## config.mk

```make
export PLATFORM = sky130hd
export DESIGN_NAME = xfer_p2p_regs
export DESIGN_NICKNAME = d
export VERILOG_FILES = /design/src/rtl/xfer_pkg.sv /design/src/rtl/xfer_srcmux.sv /design/src/rtl/xfer_cell.sv /design/src/rtl/xfer_p2p_regs.sv
export SDC_FILE = /design/constraint.sdc
export NUM_CORES = 1
export LEC_CHECK = 0
export BUFFER_PORTS_ARGS = -buffer_cell sky130_fd_sc_hd__buf_2
export CAP_MARGIN = 10
export CORE_MARGIN = 2
export CORE_UTILIZATION = 30
export DETAILED_ROUTE_END_ITERATION = 16
export PLACE_DENSITY = 0.6
export SYNTH_ARGS = -nofsm -noshare
export SYNTH_HDL_FRONTEND = slang
export SYNTH_SLANG_ARGS = --single-unit
```

## constraint.sdc

```tcl
create_clock -name clk -period 1.2 [get_ports clk]
set_clock_uncertainty 0.2 [all_clocks]
set_input_delay 0.24 -clock clk [delete_from_list [all_inputs] [get_ports clk]]
set_output_delay 0.24 -clock clk [all_outputs]
set_load 0.01 [all_outputs]
```

## src/rtl/xfer_pkg.sv

```systemverilog
package xfer_pkg;

    localparam int NREG = 3;
    localparam int IDXW = $clog2(NREG);

    // Source register feeding destination dst for a given select bit.
    function automatic logic [IDXW-1:0] src_of(input int dst, input logic s);
        logic [IDXW-1:0] r;
        unique case (dst)
            2:       r = s ? IDXW'(1) : IDXW'(0);
            1:       r = s ? IDXW'(2) : IDXW'(0);
            default: r = s ? IDXW'(1) : IDXW'(2);
        endcase
        return r;
    endfunction

endpackage

```

## src/rtl/xfer_srcmux.sv

```systemverilog
module xfer_srcmux
    import xfer_pkg::*;
#(
    parameter int W   = 8,
    parameter int DST = 0
) (
    input  logic [NREG-1:0][W-1:0] regs_i,
    input  logic                   sel_i,
    output logic [W-1:0]           data_o
);

    logic [IDXW-1:0] src_idx;

    always_comb begin
        src_idx = src_of(DST, sel_i);
        data_o  = regs_i[src_idx];
    end

    initial begin
        AST_NO_SELF_SOURCE_A: assert (src_of(DST, 1'b0) != IDXW'(DST));
        AST_NO_SELF_SOURCE_B: assert (src_of(DST, 1'b1) != IDXW'(DST));
    end

endmodule

```

## src/rtl/xfer_cell.sv

```systemverilog
module xfer_cell #(
    parameter int W = 8
) (
    input  logic         clk,
    input  logic         rst_n,
    input  logic         init_en_i,
    input  logic [W-1:0] init_d_i,
    input  logic         ld_i,
    input  logic [W-1:0] bus_d_i,
    output logic [W-1:0] q_o
);

    always_ff @(posedge clk or negedge rst_n) begin
        if (!rst_n) begin
            q_o <= '0;
        end else if (init_en_i) begin
            q_o <= init_d_i;
        end else if (ld_i) begin
            q_o <= bus_d_i;
        end
    end

    AST_CELL_HOLD: assert property (@(posedge clk) disable iff (!rst_n)
        (!init_en_i && !ld_i) |=> $stable(q_o));

    AST_CELL_INIT: assert property (@(posedge clk) disable iff (!rst_n)
        init_en_i |=> (q_o == $past(init_d_i)));

endmodule

```

## src/rtl/xfer_p2p_regs.sv

```systemverilog
module xfer_p2p_regs
    import xfer_pkg::*;
#(
    parameter int W = 8
) (
    input  logic         clk,
    input  logic         rst_n,
    input  logic         init_en_i,
    input  logic [W-1:0] init_r0_i,
    input  logic [W-1:0] init_r1_i,
    input  logic [W-1:0] init_r2_i,
    input  logic [2:0]   sel_i,
    input  logic [2:0]   ld_i,
    output logic [W-1:0] r0_o,
    output logic [W-1:0] r1_o,
    output logic [W-1:0] r2_o
);

    logic [NREG-1:0][W-1:0] cur_q;
    logic [NREG-1:0][W-1:0] init_d;
    logic [NREG-1:0][W-1:0] mux_d;

    assign init_d[0] = init_r0_i;
    assign init_d[1] = init_r1_i;
    assign init_d[2] = init_r2_i;

    for (genvar g = 0; g < NREG; g++) begin : g_reg
        xfer_srcmux #(.W(W), .DST(g)) u_mux (
            .regs_i (cur_q),
            .sel_i  (sel_i[g]),
            .data_o (mux_d[g])
        );

        xfer_cell #(.W(W)) u_cell (
            .clk       (clk),
            .rst_n     (rst_n),
            .init_en_i (init_en_i),
            .init_d_i  (init_d[g]),
            .ld_i      (ld_i[g]),
            .bus_d_i   (mux_d[g]),
            .q_o       (cur_q[g])
        );
    end

    assign r0_o = cur_q[0];
    assign r1_o = cur_q[1];
    assign r2_o = cur_q[2];

    AST_RESET_CLEAR: assert property (@(posedge clk)
        !rst_n |-> (r0_o == '0 && r1_o == '0 && r2_o == '0));

    AST_R2_SOURCE: assert property (@(posedge clk) disable iff (!rst_n)
        (!init_en_i && ld_i[2]) |=>
        (r2_o == ($past(sel_i[2]) ? $past(r1_o) : $past(r0_o))));

    AST_R1_SOURCE: assert property (@(posedge clk) disable iff (!rst_n)
        (!init_en_i && ld_i[1]) |=>
        (r1_o == ($past(sel_i[1]) ? $past(r2_o) : $past(r0_o))));

    AST_R0_SOURCE: assert property (@(posedge clk) disable iff (!rst_n)
        (!init_en_i && ld_i[0]) |=>
        (r0_o == ($past(sel_i[0]) ? $past(r1_o) : $past(r2_o))));

    AST_ROTATE: assert property (@(posedge clk) disable iff (!rst_n)
        (!init_en_i && ld_i == 3'b111 && sel_i == 3'b100) |=>
        (r0_o == $past(r2_o) && r1_o == $past(r0_o) && r2_o == $past(r1_o)));

endmodule

```

After elaboration in Yosys (flattened, before gate mapping)
Index checks and enable logic that the tools add are counted. W data, S select, Z words.

Bits in registers: 24. Bits of input ports: 33. Output and inout bits: 24. Logic and storage cells: 24.

Order comparisons: 3. Muxes and demuxes: 15. Reductions and logical operators: 3.

Operator list (count): $mux W8 (9); $bmux W8 S2 (3); $lt A2 B3 Y1 const B (3); $reduce_bool A2 Y1 (3); $mux W2 (2); $mux W1 (1).

Logic depth before layout (Yosys ltp)
Depth after elaboration: 5. Depth in mapped cells: 4. Mapped depth without buffers: 2.

Cells and area by module
A second synthesis with hierarchy kept.

Cell total of the unflattened synthesis: 129. Area, all modules: 1512.7 µm².

By module, submodules not included: xfer_cell (instances 3, cells an instance 34, area each 372.9 µm², seq. area each 200.2 µm²); xfer_srcmux (instances 3, cells an instance 9, area each 131.4 µm², seq. area each 0.0 µm²).

Least setup slack after synthesis
No wires, ideal clock.

Path type: register -> register. Start point: reg g_reg[0].u_cell.q_o[3]. End point: reg g_reg[0].u_cell.q_o[3]. Library setup time: 87 ps. Arrival time: 823 ps. Data required time: 913 ps. Setup slack: 91 ps. Cell stages (with the launch flop): 3. Path buffers: 0. Period minus slack after synthesis: 1109 ps. Cells stage by stage: dfrtp_1 > or3b_1 > o211ai_1.

Longest elaborated chain between the ends: 4.

RTL lines: start, declared (line xfer_cell.sv:10) `output logic [W-1:0] q_o`; start signal, assigned (line xfer_cell.sv:17) `q_o <= init_d_i;`; start signal, assigned (line xfer_cell.sv:19) `q_o <= bus_d_i;`; $bmux W8 S2 (line xfer_srcmux.sv:16) `data_o = regs_i[src_idx];`; $mux W8 (implied by the code) (line xfer_srcmux.sv:16); $mux W8 (line xfer_cell.sv:18) `end else if (ld_i) begin`; $mux W8 (line xfer_cell.sv:16) `end else if (init_en_i) begin`.

No other way between the ends. The select of a mux whose other input is x is not followed. A chain may end at the register's enable or synchronous reset.

Final worst setup path
Start point: reg g_reg[0].u_cell.q_o[7]. End point: out r0_o[7].

RTL lines: end, declared (line xfer_p2p_regs.sv:14) `output logic [W-1:0] r0_o,`.

No word-level cell between the ends.

==> summary.txt <==
P_leak -> 1.257 nW
Final WL -> 4616 µm
Die H -> 74.75 µm
Synth Net Count -> 167
Unique masters post-synth -> 10
Crit path cell chain -> buf_2
Io pins -> 57
CP Max Fanout -> 3
Flop pwr share -> 37.9%
DRT iter0 DRCs -> 40
Avg Cell Area, Syn -> 11.20 µm²
Power Internal -> 1.840 mW
FP Rows -> 25
CTS tree -> yes
Clock latency on the worst-skew pair -> 260 ps
Ratio of cells with drive above 1 in the final layout -> 50.61%
Sequential cell area -> 600.6 µm²
Post-layout nets -> 279
Sw Share -> 27.99%
Global Route Usage Sum -> 17.23%
Wire length per cell -> 14.79 µm
Clk pin slew, worst setup/hold paths -> 90 ps
Post-DRT Antenna Nets -> 0
Antenna diode count -> 0
Placed Cells -> 264
Status -> finished, violations left
First-pass GRT wire length -> 7293 µm
Clock buffer depth -> 2
Area grow syn2layout -> 68.58%
Vias -> 1470
Seq cells post-synth -> 24
Largest net degree at the start of global routing -> 25
Worst hold path type -> in2reg
DRC -> 0
Yosys warns -> 0
Tot Pwr -> 2.554 mW
Clock share of power -> 28.3%
Register with the most flip-flops -> g.u_cell.q_o
Synth Cell Area -> 0.001501 mm²
DIE AREA -> 0.005587 mm²
Pre-antenna DRT Iters -> 4
Max Cap Viol -> 0
Slowest cell on the critical path -> dfrtp_1
Clk sink count -> 24
Endpoints failing setup -> 28
Antenna violations before repair -> 0
Worst vdd ir -> 0.5406 mV
Largest register FFs -> 24
CTS HTree Levels -> 1
Fin. Hold Viols -> 0
Pwr Density -> 1009 mW/mm²
Crit path DAT -> 850 ps
Sequential element share of the synthesized area -> 40.00%
Vias/cell -> 4.712
Post-layout worst setup margin -> -89.08 ps
Area of the multi-input gates -> 849.6 µm²
Horiz. Die Dim -> 74.75 µm
Detail Placement HPWL -> 2946 µm
Logic pwr share -> 33.9%
Placed instance area -> 0.001989 mm²
Crit end category -> output pin
RSZ-0062 raised after global routing -> true
Fin crit share -> 107.4%
Final Max Slew Viols -> 0
Least-Margin Pin Slew -> 184.8 ps
Total CTS buffers -> 3
Slowest stage delay, CP -> 430 ps
Failing checks -> negative setup slack
Post-route minimum period -> 1289 ps
Gpl congestion -> 0.6994
Starting Density -> 31.37%
Clock Root Buffer -> clkbuf_8
Synthesized instance count -> 134
WP buf/inv -> 1
Setup CP Type -> reg2out
CP startpoint kind -> register
Port Buffers -> 56
Final Cell Area -> 0.002531 mm²
Grt total ovfl -> 0
Fmax -> 0.7758 GHz
Setup TNS -> -1419 ps
Non-filler cells, final -> 312
Area of the core -> 0.004786 mm²
Critical path data required time -> 760 ps
Rel. slew slack -> 87.33%
Net Sw Power -> 714.9 µW
# fillers -> 438
Vias in the first global route -> 1482
Top Registers -> g.u_cell.q_o x24
Delay-heaviest family, CP -> flip-flops
==> cell usage after synthesis <==
cell | number | area (µm²)
mux2i_1 | 24 | 240.2
clkbuf_2 | 2 | 10.01
buf_6 | 1 | 11.26
buf_2 | 8 | 40.04
nand2_1 | 24 | 90.09
o211ai_2 | 20 | 250.2
nand2b_1 | 3 | 18.77
o211ai_1 | 4 | 30.03
dfrtp_1 | 24 | 600.6
or3b_1 | 24 | 210.2
==> path summary, 6_finish.rpt <==
| kind | start | to | slack [ps] | cells past startpoint |
|---|---|---|---|---|
| min in group asynchronous | rst_n | g_reg[2].u_cell.q_o[4] | 230 | 3 |
| max in group asynchronous | rst_n | g_reg[2].u_cell.q_o[2] | 420 | 3 |
| max reg2reg | g_reg[0].u_cell.q_o[7] | g_reg[0].u_cell.q_o[7] | -20 | 3 |
| min reg2reg | g_reg[0].u_cell.q_o[0] | g_reg[2].u_cell.q_o[0] | 440 | 2 |
| min | init_r0_i[1] | g_reg[0].u_cell.q_o[1] | 3 | 3 |
| max | g_reg[0].u_cell.q_o[7] | r0_o[7] | -90 | 1 |
==> tightest hold or removal path, stage by stage <==
cell	delay (ps)
buf_2	80
nand2_1	50
o211ai_1	70
==> power by group through the flow <==
| stage | registers, mW | clock network (mW) | logic [mW] |
|---|---|---|---|
| after floorplan | 1.02 | 0 | 0.288 |
| after global placement | 1.00 | 0 | 0.595 |
| after detailed placement | 1.00 | 0 | 0.603 |
| after CTS | 0.955 | 0.741 | 0.788 |
| after global routing | 0.981 | 0.766 | 0.936 |
| final | 0.967 | 0.722 | 0.865 |
==> cells by family (layout without fill, tap and decap cells) <==
kind of cell | after synthesis | count (layout) | synth area share, %
compound gates | 24 | 24 | 18.67
buf+inv | 11 | 122 | 4.083
flops | 24 | 24 | 40.00
mux | 24 | 24 | 16.00
simple gates | 51 | 51 | 21.25
==> per-stage QoR <==
step / hold WS [ps] / setup WS [ps] / utilization [%]
after floorplan: -255.6 / 90.75 / -
after global placement: -6.882 / -107.4 / 41.57
after detailed placement: -8.236 / -110.6 / 41.57
after CTS: 1.545 / -106.7 / 50.48
after global routing: 10.17 / -131.4 / 52.89
final: 2.991 / -89.08 / 52.89
==> placed cells by master (no fill, tap or decap), types with 4 or more instances in the layout <==
cell	count
buf_12	4
buf_2	53
buf_4	21
buf_6	18
dfrtp_1	24
dlygate4sd3_1	22
mux2i_1	24
nand2_1	24
o211ai_1	4
o211ai_2	20
or3b_1	20
or3b_4	4
==> metal layers <==
| layer | track usage, % | part of all wire [%] | up-vias |
|---|---|---|---|
| li1 | - | - | 715 |
| met3 | 2.410 | 4.3 | 2 |
| met5 | 0 | 0 | - |
| met1 | 25.85 | 47 | 709 |
| met2 | 26.84 | 49 | 44 |
| met4 | 2.976 | 0.37 | 0 |
==> timing repair <==
action                                  CTS  global route
pin swaps                                 0            14
hold buffers                             22             0
endpoints found under the hold margin    45             0
cloned                                    0             0
endpoints found under the setup margin   24            40
gates resized for setup                   0            22
setup buffers                            18             4
==> area by class of cell <==
class	count	area share, %
clock buffer	3	1.631
clock inverter	1	1.186
multi-input combinational	99	33.56
sequential	24	23.73
tap	67	3.312
timing repair buffer	118	36.58
(Power assumes the default switching activity.)
